$ cat src/rtl/crtc_pkg.sv
package crtc_pkg;
  parameter int unsigned HCW = 8;   // character counter width
  parameter int unsigned RAW = 5;   // raster counter width
  parameter int unsigned VRW = 7;   // row counter width
  parameter int unsigned MAW = 14;  // memory address width
  parameter int unsigned SWW = 4;   // sync width field
  parameter int unsigned IXW = 5;   // register index width

  typedef struct packed {
    logic [HCW-1:0] h_total;
    logic [HCW-1:0] h_disp;
    logic [HCW-1:0] hs_pos;
    logic [SWW-1:0] vs_wid;
    logic [SWW-1:0] hs_wid;
    logic [VRW-1:0] v_total;
    logic [VRW-1:0] v_disp;
    logic [VRW-1:0] vs_row;
    logic [RAW-1:0] ras_max;
    logic [MAW-1:0] base;
  } crtc_cfg_t;

  // end of the hsync window, one bit wider than the counter
  function automatic logic [HCW:0] hs_end(input logic [HCW-1:0] pos,
                                          input logic [SWW-1:0] wid);
    return {1'b0, pos} + {{(HCW+1-SWW){1'b0}}, wid};
  endfunction

  function automatic logic hs_window(input logic [HCW-1:0] cnt,
                                     input logic [HCW-1:0] pos,
                                     input logic [SWW-1:0] wid);
    return (cnt >= pos) && ({1'b0, cnt} < hs_end(pos, wid));
  endfunction

  function automatic logic hs_overrun(input logic [HCW-1:0] pos,
                                      input logic [SWW-1:0] wid,
                                      input logic [HCW-1:0] total);
    return hs_end(pos, wid) > {1'b0, total};
  endfunction

  // raster lines elapsed since vsync row start, compared with the width
  function automatic logic vs_window(input logic [VRW-1:0] row,
                                     input logic [RAW-1:0] ras,
                                     input logic [VRW-1:0] vs_row,
                                     input logic [RAW-1:0] ras_max,
                                     input logic [SWW-1:0] wid);
    logic [15:0] lines;
    logic [15:0] span;
    span  = (wid == '0) ? 16'(1 << SWW) : 16'(wid);
    lines = 16'(row - vs_row) * (16'(ras_max) + 16'd1) + 16'(ras);
    return (row >= vs_row) && (lines < span);
  endfunction
endpackage

$ cat src/rtl/crtc_regfile.sv
module crtc_regfile
  import crtc_pkg::*;
#(
  parameter logic [7:0] RST_HTOT  = 8'd63,
  parameter logic [7:0] RST_HDISP = 8'd40,
  parameter logic [7:0] RST_HSPOS = 8'd46,
  parameter logic [7:0] RST_WIDS  = 8'h8E,
  parameter logic [7:0] RST_VTOT  = 8'd38,
  parameter logic [7:0] RST_VDISP = 8'd25,
  parameter logic [7:0] RST_VSROW = 8'd30,
  parameter logic [7:0] RST_RMAX  = 8'd7,
  parameter logic [MAW-1:0] RST_BASE = 14'h3000
) (
  input  logic           clk,
  input  logic           rst_n,
  input  logic           sel_we,
  input  logic [IXW-1:0] sel_data,
  input  logic           dat_we,
  input  logic [7:0]     dat_data,
  output crtc_cfg_t      cfg,
  output logic           sync_ovr
);
  localparam logic [IXW-1:0] IX_HTOT  = IXW'(0);
  localparam logic [IXW-1:0] IX_HDISP = IXW'(1);
  localparam logic [IXW-1:0] IX_HSPOS = IXW'(2);
  localparam logic [IXW-1:0] IX_WIDS  = IXW'(3);
  localparam logic [IXW-1:0] IX_VTOT  = IXW'(4);
  localparam logic [IXW-1:0] IX_VDISP = IXW'(6);
  localparam logic [IXW-1:0] IX_VSROW = IXW'(7);
  localparam logic [IXW-1:0] IX_RMAX  = IXW'(9);
  localparam logic [IXW-1:0] IX_BHI   = IXW'(12);
  localparam logic [IXW-1:0] IX_BLO   = IXW'(13);
  localparam int unsigned    BHW      = MAW - 8;

  logic [IXW-1:0] idx_q;

  always_ff @(posedge clk or negedge rst_n) begin
    if (!rst_n) idx_q <= '0;
    else if (sel_we) idx_q <= sel_data;
  end

  always_ff @(posedge clk or negedge rst_n) begin
    if (!rst_n) begin
      cfg.h_total <= RST_HTOT[HCW-1:0];
      cfg.h_disp  <= RST_HDISP[HCW-1:0];
      cfg.hs_pos  <= RST_HSPOS[HCW-1:0];
      cfg.vs_wid  <= RST_WIDS[7:4];
      cfg.hs_wid  <= RST_WIDS[3:0];
      cfg.v_total <= RST_VTOT[VRW-1:0];
      cfg.v_disp  <= RST_VDISP[VRW-1:0];
      cfg.vs_row  <= RST_VSROW[VRW-1:0];
      cfg.ras_max <= RST_RMAX[RAW-1:0];
      cfg.base    <= RST_BASE;
    end else if (dat_we) begin
      case (idx_q)
        IX_HTOT:  cfg.h_total <= dat_data[HCW-1:0];
        IX_HDISP: cfg.h_disp  <= dat_data[HCW-1:0];
        IX_HSPOS: cfg.hs_pos  <= dat_data[HCW-1:0];
        IX_WIDS:  begin
          cfg.vs_wid <= dat_data[7:4];
          cfg.hs_wid <= dat_data[3:0];
        end
        IX_VTOT:  cfg.v_total <= dat_data[VRW-1:0];
        IX_VDISP: cfg.v_disp  <= dat_data[VRW-1:0];
        IX_VSROW: cfg.vs_row  <= dat_data[VRW-1:0];
        IX_RMAX:  cfg.ras_max <= dat_data[RAW-1:0];
        IX_BHI:   cfg.base[MAW-1:8] <= dat_data[BHW-1:0];
        IX_BLO:   cfg.base[7:0]     <= dat_data;
        default:  ;
      endcase
    end
  end

  assign sync_ovr = hs_overrun(cfg.hs_pos, cfg.hs_wid, cfg.h_total);


  cfg_hold_chk: assert property (@(posedge clk) disable iff (!rst_n)
    !dat_we |=> $stable(cfg));
endmodule

$ cat src/rtl/crtc_hcount.sv
module crtc_hcount
  import crtc_pkg::*;
#(
  parameter bit SYNC_QUIRK = 1'b0
) (
  input  logic           clk,
  input  logic           rst_n,
  input  logic [HCW-1:0] h_total,
  input  logic [HCW-1:0] h_disp,
  input  logic [HCW-1:0] hs_pos,
  input  logic [SWW-1:0] hs_wid,
  input  logic           sync_ovr,
  output logic [HCW-1:0] hcnt,
  output logic           h_wrap,
  output logic           h_act,
  output logic           hsync
);
  assign h_wrap = (hcnt == h_total);

  always_ff @(posedge clk or negedge rst_n) begin
    if (!rst_n) hcnt <= '0;
    else if (h_wrap) hcnt <= '0;
    else hcnt <= hcnt + 1'b1;
  end

  assign h_act = (hcnt < h_disp);

  logic in_win;
  assign in_win = hs_window(hcnt, hs_pos, hs_wid);

  generate
    if (SYNC_QUIRK) begin : g_quirk
      assign hsync = in_win && !sync_ovr;
    end else begin : g_plain
      assign hsync = in_win;
    end
  endgenerate


  hwrap_zero_chk: assert property (@(posedge clk) disable iff (!rst_n)
    h_wrap |=> (hcnt == '0));

  hsync_start_chk: assert property (@(posedge clk) disable iff (!rst_n)
    hsync |-> (hcnt >= hs_pos));
endmodule

$ cat src/rtl/crtc_vcount.sv
module crtc_vcount
  import crtc_pkg::*;
(
  input  logic           clk,
  input  logic           rst_n,
  input  logic           h_wrap,
  input  logic [RAW-1:0] ras_max,
  input  logic [VRW-1:0] v_total,
  input  logic [VRW-1:0] v_disp,
  input  logic [VRW-1:0] vs_row,
  input  logic [SWW-1:0] vs_wid,
  output logic [RAW-1:0] rcnt,
  output logic [VRW-1:0] vrow,
  output logic           row_end,
  output logic           frame_wrap,
  output logic           v_act,
  output logic           vsync
);
  assign row_end    = (rcnt == ras_max);
  assign frame_wrap = h_wrap && row_end && (vrow == v_total);

  always_ff @(posedge clk or negedge rst_n) begin
    if (!rst_n) begin
      rcnt <= '0;
      vrow <= '0;
    end else if (h_wrap) begin
      if (row_end) begin
        rcnt <= '0;
        vrow <= (vrow == v_total) ? '0 : vrow + 1'b1;
      end else begin
        rcnt <= rcnt + 1'b1;
      end
    end
  end

  assign v_act = (vrow < v_disp);
  assign vsync = vs_window(vrow, rcnt, vs_row, ras_max, vs_wid);


  ras_step_chk: assert property (@(posedge clk) disable iff (!rst_n)
    (h_wrap && !row_end) |=> (rcnt == $past(rcnt) + 1'b1));

  ras_hold_chk: assert property (@(posedge clk) disable iff (!rst_n)
    !h_wrap |=> ($stable(rcnt) && $stable(vrow)));
endmodule

$ cat src/rtl/crtc_addr_gen.sv
module crtc_addr_gen
  import crtc_pkg::*;
#(
  parameter logic [MAW-1:0] RST_BASE = 14'h3000
) (
  input  logic           clk,
  input  logic           rst_n,
  input  logic           h_wrap,
  input  logic           latch_hit,
  input  logic           frame_wrap,
  input  logic [MAW-1:0] base,
  output logic [MAW-1:0] ma,
  output logic [MAW-1:0] line_start
);
  logic [MAW-1:0] start_nxt;
  assign start_nxt = latch_hit ? ma : line_start;

  always_ff @(posedge clk or negedge rst_n) begin
    if (!rst_n) begin
      ma         <= RST_BASE;
      line_start <= RST_BASE;
    end else if (frame_wrap) begin
      ma         <= base;
      line_start <= base;
    end else begin
      line_start <= start_nxt;
      ma         <= h_wrap ? start_nxt : ma + 1'b1;
    end
  end


  ma_step_chk: assert property (@(posedge clk) disable iff (!rst_n)
    !h_wrap |=> (ma == MAW'($past(ma) + 1'b1)));

  latch_hold_chk: assert property (@(posedge clk) disable iff (!rst_n)
    (!latch_hit && !frame_wrap) |=> $stable(line_start));

  latch_take_chk: assert property (@(posedge clk) disable iff (!rst_n)
    (latch_hit && !frame_wrap) |=> (line_start == $past(ma)));

  frame_load_chk: assert property (@(posedge clk) disable iff (!rst_n)
    frame_wrap |=> (ma == $past(base) && line_start == $past(base)));
endmodule

$ cat src/rtl/crtc_raster_gen.sv
module crtc_raster_gen
  import crtc_pkg::*;
#(
  parameter bit SYNC_QUIRK = 1'b1
) (
  input  logic           clk,
  input  logic           rst_n,
  input  logic           sel_we,
  input  logic [IXW-1:0] sel_data,
  input  logic           dat_we,
  input  logic [7:0]     dat_data,
  output logic [MAW-1:0] mem_addr,
  output logic [RAW-1:0] row_addr,
  output logic           disp_en,
  output logic           hsync,
  output logic           vsync
);
  localparam logic [MAW-1:0] RST_BASE = MAW'(14'h3000);

  crtc_cfg_t      cfg;
  logic           sync_ovr;
  logic [HCW-1:0] hcnt;
  logic           h_wrap, h_act, v_act;
  logic [VRW-1:0] vrow;
  logic           row_end, frame_wrap, latch_hit;
  logic [MAW-1:0] line_start;

  crtc_regfile #(.RST_BASE(RST_BASE)) u_regs (
    .clk(clk), .rst_n(rst_n), .sel_we(sel_we), .sel_data(sel_data),
    .dat_we(dat_we), .dat_data(dat_data), .cfg(cfg), .sync_ovr(sync_ovr)
  );

  crtc_hcount #(.SYNC_QUIRK(SYNC_QUIRK)) u_h (
    .clk(clk), .rst_n(rst_n), .h_total(cfg.h_total), .h_disp(cfg.h_disp),
    .hs_pos(cfg.hs_pos), .hs_wid(cfg.hs_wid), .sync_ovr(sync_ovr),
    .hcnt(hcnt), .h_wrap(h_wrap), .h_act(h_act), .hsync(hsync)
  );

  crtc_vcount u_v (
    .clk(clk), .rst_n(rst_n), .h_wrap(h_wrap), .ras_max(cfg.ras_max),
    .v_total(cfg.v_total), .v_disp(cfg.v_disp), .vs_row(cfg.vs_row),
    .vs_wid(cfg.vs_wid), .rcnt(row_addr), .vrow(vrow), .row_end(row_end),
    .frame_wrap(frame_wrap), .v_act(v_act), .vsync(vsync)
  );

  assign latch_hit = (hcnt == cfg.h_disp) && row_end;

  crtc_addr_gen #(.RST_BASE(RST_BASE)) u_a (
    .clk(clk), .rst_n(rst_n), .h_wrap(h_wrap), .latch_hit(latch_hit),
    .frame_wrap(frame_wrap), .base(cfg.base), .ma(mem_addr),
    .line_start(line_start)
  );

  assign disp_en = h_act && v_act;


  quirk_quiet_chk: assert property (@(posedge clk) disable iff (!rst_n)
    (SYNC_QUIRK && sync_ovr) |-> !hsync);

  disp_row_chk: assert property (@(posedge clk) disable iff (!rst_n)
    disp_en |-> (vrow < cfg.v_disp));
endmodule

$ cat config.mk
export PLATFORM = sky130hd
export DESIGN_NAME = crtc_raster_gen
export DESIGN_NICKNAME = d
export VERILOG_FILES = /design/src/rtl/crtc_pkg.sv /design/src/rtl/crtc_regfile.sv /design/src/rtl/crtc_hcount.sv /design/src/rtl/crtc_vcount.sv /design/src/rtl/crtc_addr_gen.sv /design/src/rtl/crtc_raster_gen.sv
export SDC_FILE = /design/constraint.sdc
export NUM_CORES = 1
export LEC_CHECK = 0
export BUFFER_PORTS_ARGS = -buffer_cell sky130_fd_sc_hd__buf_4
export CORE_ASPECT_RATIO = 0.7
export CORE_UTILIZATION = 27
export CTS_CLUSTER_SIZE = 20
export DETAILED_ROUTE_END_ITERATION = 8
export HOLD_SLACK_MARGIN = 0.15
export PLACE_DENSITY_LB_ADDON = 0.3
export SYNTH_ARGS = -nofsm -noshare
export SYNTH_HDL_FRONTEND = slang
export SYNTH_SLANG_ARGS = --single-unit
$ cat constraint.sdc
create_clock -name clk -period 16.9 [get_ports clk]
set_clock_uncertainty 0.05 [all_clocks]
set_input_delay 1.69 -clock clk [delete_from_list [all_inputs] [get_ports clk]]
set_output_delay 1.69 -clock clk [all_outputs]
set_load 0.03 [all_outputs]
==> results of run 1 <==
[worst reg2reg max path: stages, from the launching register on]
cell	delay, ns
dfrtp_1	0.51
xor2_1	0.25
nor4_4	0.43
and4_4	0.53
nand3_2	0.69
o21a_1	0.43
a22o_1	0.17
[cell type report]
cell class / instances / area [um2]
fill: 3492 / 23100
multi-input combinational: 695 / 5710
sequential: 125 / 3170
tap: 464 / 581
clock buffer: 19 / 443
inverter: 101 / 379
timing repair buffer: 40 / 300
clock inverter: 13 / 141
[cells by family after synthesis]
family                     count (synthesis)  synth area share
adders and majority gates                131             0.207
and+or+nand+nor                          264             0.140
AOI/OAI and AO/OA                        164             0.115
buffers and inverters                    126            0.0538
muxes                                     80            0.0942
xor gates and xnor gates                  56            0.0522
DFF                                      125             0.338
[worst min path at each step]
stage,end,from,slack [ns],depth (start not counted)
floorplan,u_regs.cfg[27]$_DFFE_PN0P_,u_regs.cfg[27]$_DFFE_PN0P_,0.43,1
global placement,u_regs.cfg[63]$_DFFE_PN0P_,u_regs.cfg[63]$_DFFE_PN0P_,0.44,1
detailed placement,u_regs.cfg[57]$_DFFE_PN0P_,u_regs.cfg[57]$_DFFE_PN0P_,0.44,1
CTS,u_regs.cfg[57]$_DFFE_PN0P_,u_regs.cfg[57]$_DFFE_PN0P_,0.46,1
global route,u_regs.cfg[57]$_DFFE_PN0P_,u_regs.cfg[57]$_DFFE_PN0P_,0.47,1
finish,u_regs.cfg[57]$_DFFE_PN0P_,u_regs.cfg[57]$_DFFE_PN0P_,0.45,1
[cells in the mapped netlist, drive strengths merged, types with 17 or more instances]
master and instances:
xnor2 24, mux2 67, fa 41, dfrtp 90, nor2 86, inv 101
dfstp 35, buf 17, nor3 22, nand3 23, ha 90, a21oi 34
o21ai 46, o21a 22, xor2 32, nand2 55
[routing by layer]
metal / track usage / vias to the layer above / share of wire
li1: - / 3339 / -
met1: 0.208 / 3349 / 0.54
met2: 0.192 / 123 / 0.41
met3: 0.0341 / 11 / 0.041
met4: 0.0272 / 0 / 0.0067
met5: 0 / - / 0
[metrics by stage]
step / area (um2) / setup WS [ns] / util
after global placement: 10100 / 8.90 / 0.300
after global routing: 10700 / 7.53 / 0.317
after detailed placement: 10100 / 8.64 / 0.300
after floorplan: 9390 / 8.77 / -
final: 10700 / 8.16 / 0.317
after CTS: 10700 / 8.13 / 0.317
[sequential cells by signal, indices dropped and copies added, names as in the netlist]
register	cells
u_v.vrow	7
u_h.hcnt	8
u_regs.idx_q	5
u_v.rcnt	5
u_regs.cfg	72
u_a.ma	14
u_a.line_start	14
==> metrics.md, run 1 <==
| Metric | Value |
|---|---|
| Worst Setup End Kind | `output port` |
| Slowest stage cell on the critical path | `nor3_1` |
| CTS root buf | `clkbuf_16` |
| Hpwl dp | `17.1 mm` |
| Clock slew at reported path FFs | `0.06 ns` |
| Layout cells sized above 1 | `0.189` |
| Critical path launch point type | `flop` |
| Post-CTS setup buffers | `0` |
| Final nets | `1128` |
| Yosys reg bits | `roughly 130` |
| Overflow after GRT | `0` |
| RSZ-0062 raised after global routing | `no` |
| # IOs | `39` |
| Max-slew headroom | `0.338` |
| CTS Buf Count | `17` |
| Area Growth Syn to Fin | `14.3%` |
| Antenna violations before repair | `0` |
| Largest net degree at the start of global routing | `73` |
| Reg2reg end | `u_a.ma[9]$_DFF_PN0_` |
| Post-cts sizing count | `0` |
| DRT iter0 DRCs | `350` |
| CTS tree | `yes` |
| Mapped Cells | `946` |
| Crit-path max cell delay | `0.59 ns` |
| TNS Setup | `0 ns` |
| First-pass GRT wire length | `37.4 mm` |
| Clk sinks | `approximately 130` |
| CTS HTree Levels | `4` |
| Placed Cells | `1425` |
| GP Congestion | `between 0.7 and 0.8` |
| Tmin final | `8.74 ns` |
| Arr. time, crit path | `7.00 ns` |
| Synth cell types | `62` |
| Avg WL per Cell | `~16 um` |
| Critical Path, Cell by Cell | `inv_1 > ha_1 > nor2b_1 > o21ai_0 > a21boi_0 > o21ai_0 > a21oi_1 > nor3_1 > fa_1 > inv_1 > fa_1 > inv_1 > fa_1 > ha_1 > ha_1 > and3b_1 > o21ai_0 > o31ai_1 > a221oi_1 > o211ai_1 > nor4_1 > buf_4` |
| Area leader, netlist | `dfrtp_1` |
| Crit path launch | `u_regs.cfg[20]$_DFFE_PN1P_` |
| WHS | `0.451 ns` |
| Clk buf depth | `2` |
| Synth async-reset ratio | `1.00` |
| Number of global-route vias before repair | `6658` |
| Post-Syn Nets | `1094` |
| Crit-path max FO | `10` |
| Setup CP Type | `flop to output port` |
| Final number of hold-violating endpoints | `0` |
| MaxCap Viol Count | `0` |
| Top-area cell type share of the netlist area | `0.240` |
| Predominant post-synthesis flop cell | `dfrtp_1` |
| Via-per-instance ratio | `approximately 4.7` |
| Core area | `33800 um2` |
| Delay-heaviest family, CP | `adder cells` |
| Site Rows | `56` |
| Worst-Skew Late Latency | `approximately 0.43 ns` |
| Worst R2R Setup Slack | `between 10 and 15 ns` |
| Antenna fix cells | `0` |
| Die X | `225 um` |
| Die area | `35500 um2` |
| Via count | `6822` |
| Seq/Total Area, Yosys | `0.338` |
| Commonest non-fill, non-tap cell in the layout | `inv_1` |
| # DRC | `0` |
| Worst-margin pin slew | `a little under 1 ns` |
| EDFF count, synth | `0` |
| Global Route Usage Sum | `0.137` |
| Remaining antenna violation count after routing | `0` |
| Final Max Tran Viols | `0` |
| Synth warn | `0` |
| Min-Delay Path Class | `flop to flop` |
| Detailed Route WL | `about 23 mm` |
| Status | `completed` |
| TritonRoute pass-1 iters | `7` |
| Setup violators final | `0` |
| Die height | `158 um` |
| Netlist Area Pre-Place | `around 9400 um2` |
| Critical Path Sink | `vsync` |
| Avg Synthesized Cell Area | `9.93 um2` |
| Number of cells on the critical path | `22` |
| R2R cell count | `6` |
| Worst endpoint required time | `15.16 ns` |
| Final Cycle Share | `0.517` |
| FF-to-FF Start | `u_h.hcnt[5]$_DFF_PN0_` |
| Starting Density | `0.277` |
| Fmax | `114 MHz` |
| Area contributors post-synth | `dfrtp_1, ha_1, dfstp_2` |
| Cell Count, Final, Fillers Out | `1457` |
| CTS hold repair buffers | `0` |
| # port buffers | `38` |
| Most frequent cells in the layout | `inv_1, ha_1, dfrtp_1` |
| Crit path buf inv count | `4` |
Power of run 1 is not shown: default switching activity piles up to over one toggle a cycle in this logic, so the estimate is an artifact.
==> inputs of run 2 (changes only) <==
==> constraint.sdc (replaced) <==
create_clock -name clk -period 7.2 [get_ports clk]
set_clock_uncertainty 0.05 [all_clocks]
set_input_delay 0.72 -clock clk [delete_from_list [all_inputs] [get_ports clk]]
set_output_delay 0.72 -clock clk [all_outputs]
set_load 0.03 [all_outputs]
==> run 2 against run 1 <==
  * Via count grew 1.8%
  * Register-to-register slack worse by 9.7 ns
  * First-iteration DRC count increased by 17%
  * Critical path depth fell by 1
  * Non-clock buffer count rose by 18
  * Global-route usage is 0.24 points higher
  * Flip-flop and latch count is the same
  * Count of clock-buffer cells in the layout rose by 1
  * Die area unchanged
==> metrics.md, run 2 (synthesized netlist as in run 1, its figures left out) <==
| Metric | Value |
|---|---|
| Critical path launch point type | `flop` |
| Detailed Route WL | `23.4 mm (+2.5%)` |
| CTS tree | `yes` |
| CTS Buf Count | `17 (unchanged)` |
| Number of global-route vias before repair | `6964 (+4.6%)` |
| Worst setup margin | `0.252 ns (-7.91 ns)` |
| Worst-margin pin slew | `0.929 ns (-0.0629 ns)` |
| Via count | `6942 (+1.8%)` |
| Remaining antenna violation count after routing | `0 (unchanged)` |
| TNS Setup | `0 ns (unchanged)` |
| Final Cycle Share | `0.965` |
| Commonest non-fill, non-tap cell in the layout | `inv_1` |
| Register Area | `3170 um2 (unchanged)` |
| Multi-input logic area | `5940 um2 (+3.9%)` |
| Top flop regs | `u_regs.cfg: 72 flops, u_a.line_start: 14 flops, u_a.ma: 14 flops` |
| Crit-path max FO | `10 (unchanged)` |
| Clk buf depth | `2 (unchanged)` |
| Status | `completed` |
| Avg WL per Cell | `15.9 um (+1.2%)` |
| DP Area | `10200 um2 (+0.81%)` |
| TritonRoute pass-1 iters | `4 (-3)` |
| Clk sinks | `125 (unchanged)` |
| Tmin final | `6.95 ns` |
| Worst Setup End Kind | `output port` |
| Worst-Skew Late Latency | `0.43 ns (about the same)` |
| Max FFs per register | `72 (unchanged)` |
| Die X | `225 um (unchanged)` |
| Final number of hold-violating endpoints | `0 (unchanged)` |
| CTS root buf | `clkbuf_16` |
| Global Route Usage Sum | `0.139 (+0.00239)` |
| R2R cell count | `6 (unchanged)` |
| Antenna violations before repair | `2 (+2)` |
| Pre-CTS WS | `0.0263 ns (-8.62 ns)` |
| Die area | `35500 um2 (unchanged)` |
| Setup CP Type | `flop to output port` |
| Final Max Tran Viols | `0 (unchanged)` |
| Setup violators final | `0 (unchanged)` |
| Max-slew headroom | `0.380 (+0.0419)` |
| Worst R2R Setup Slack | `4.01 ns (-9.74 ns)` |
| Starting Density | `0.277 (unchanged)` |
| Hpwl dp | `17.3 mm (+1.1%)` |
| CTS HTree Levels | `4 (unchanged)` |
| Reg2reg end | `u_a.ma[11]$_DFF_PN0_` |
| FF-to-FF Start | `u_h.hcnt[5]$_DFF_PN0_` |
| Fillers | `3455 (-1.1%)` |
| Site Rows | `56 (unchanged)` |
| Biggest register | `u_regs.cfg` |
| MaxCap Viol Count | `0 (unchanged)` |
| # DRC | `0 (unchanged)` |
| Most frequent cells in the layout | `inv_1, dfrtp_1, nor2_1, ha_1, mux2_2` |
| Die height | `158 um (unchanged)` |
| Post-route cell area | `11100 um2 (+3.6%)` |
| First-pass GRT wire length | `38.0 mm (+1.5%)` |
| WHS | `0.386 ns (-0.0652 ns)` |
| Overflow after GRT | `0 (unchanged)` |
| # port buffers | `38 (unchanged)` |
| Arr. time, crit path | `6.18 ns (-0.82 ns)` |
| Clock slew at reported path FFs | `0.06 ns (about the same)` |
| Area Growth Syn to Fin | `18.3%` |
| Layout cells sized above 1 | `0.239 (+0.0500)` |
| Fmax | `between 100 and 150 MHz` |
| Via-per-instance ratio | `4.70 (+0.45%)` |
| Core area | `33800 um2 (unchanged)` |
| Worst endpoint required time | `6.43 ns (-8.73 ns)` |
| GP Congestion | `0.838 (+5.6%)` |
| # IOs | `39 (unchanged)` |
| Largest net degree at the start of global routing | `71 (-2.7%)` |
| DRT iter0 DRCs | `410 (+17%)` |
| Final nets | `1146 (+1.6%)` |
| Min-Delay Path Class | `input pin to async pin` |
run 2: cell count changes in the layout (fill, tap and decap cells not counted), sizes merged:
cell and delta:
buf +18, diode +1, clkinvlp -1, clkinv -1, clkbuf +1, inv +1
run 2: stage by stage:
stage | cells | util
2_1_floorplan | 946 | -
3_3_place_gp | 1436 | 0.302
3_5_place_dp | 1436 | 0.302
4_1_cts | 1468 | 0.321
5_1_grt | 1475 | 0.328
6_report | 1476 | 0.328
run 2: cell type report:
type / instances / share of cell area
multi-input cells: 695 / 0.534
flip-flops and latches: 125 / 0.285
well taps: 464 / 0.0522
clock buffers: 20 / 0.0411
repair buffers: 58 / 0.0403
inverters: 101 / 0.0341
clock inverters: 12 / 0.0124
diodes: 1 / 0.000225
run 2: worst max path at each step:
stage / cells past startpoint / from / end
finish: 21 / u_regs.cfg[20]$_DFFE_PN1P_ / vsync
global route: 24 / u_regs.cfg[20]$_DFFE_PN1P_ / vsync
CTS: 24 / u_regs.cfg[20]$_DFFE_PN1P_ / vsync
detailed placement: 22 / u_regs.cfg[20]$_DFFE_PN1P_ / vsync
global placement: 22 / u_regs.cfg[20]$_DFFE_PN1P_ / vsync
floorplan: 22 / u_regs.cfg[20]$_DFFE_PN1P_ / vsync
run 2: repair_timing:
action	4_1_cts	5_1_grt
buffers inserted	0	7
setup endpoints to repair	1	1
hold buffers	0	0
resized for setup	12	41
pin swaps	2	11
run 2: routing by layer:
| layer | track usage | part of all wire |
|---|---|---|
| met1 | 0.200 | 0.52 |
| met2 | 0.204 | 0.43 |
| met3 | 0.0343 | 0.043 |
| met4 | 0.0395 | 0.011 |
| met5 | 0 | 0 |
run 2: worst max-delay path: stages, from the launching register on:
cell and delay [ns]:
dfstp_2 0.55, inv_1 0.05, ha_1 0.30, nor2b_2 0.16
o21ai_2 0.14, a21boi_2 0.09, o21ai_2 0.26, a21boi_2 0.15
or3_1 0.38, fa_1 0.47, fa_1 0.50, inv_1 0.06
fa_1 0.42, ha_1 0.28, ha_2 0.37, o21ba_2 0.23
a2111oi_1 0.33, o211ai_1 0.14, nor4_1 0.19, o211ai_1 0.14
nor4_1 0.32, buf_4 0.22
Power of run 2 is left out for the same reason.
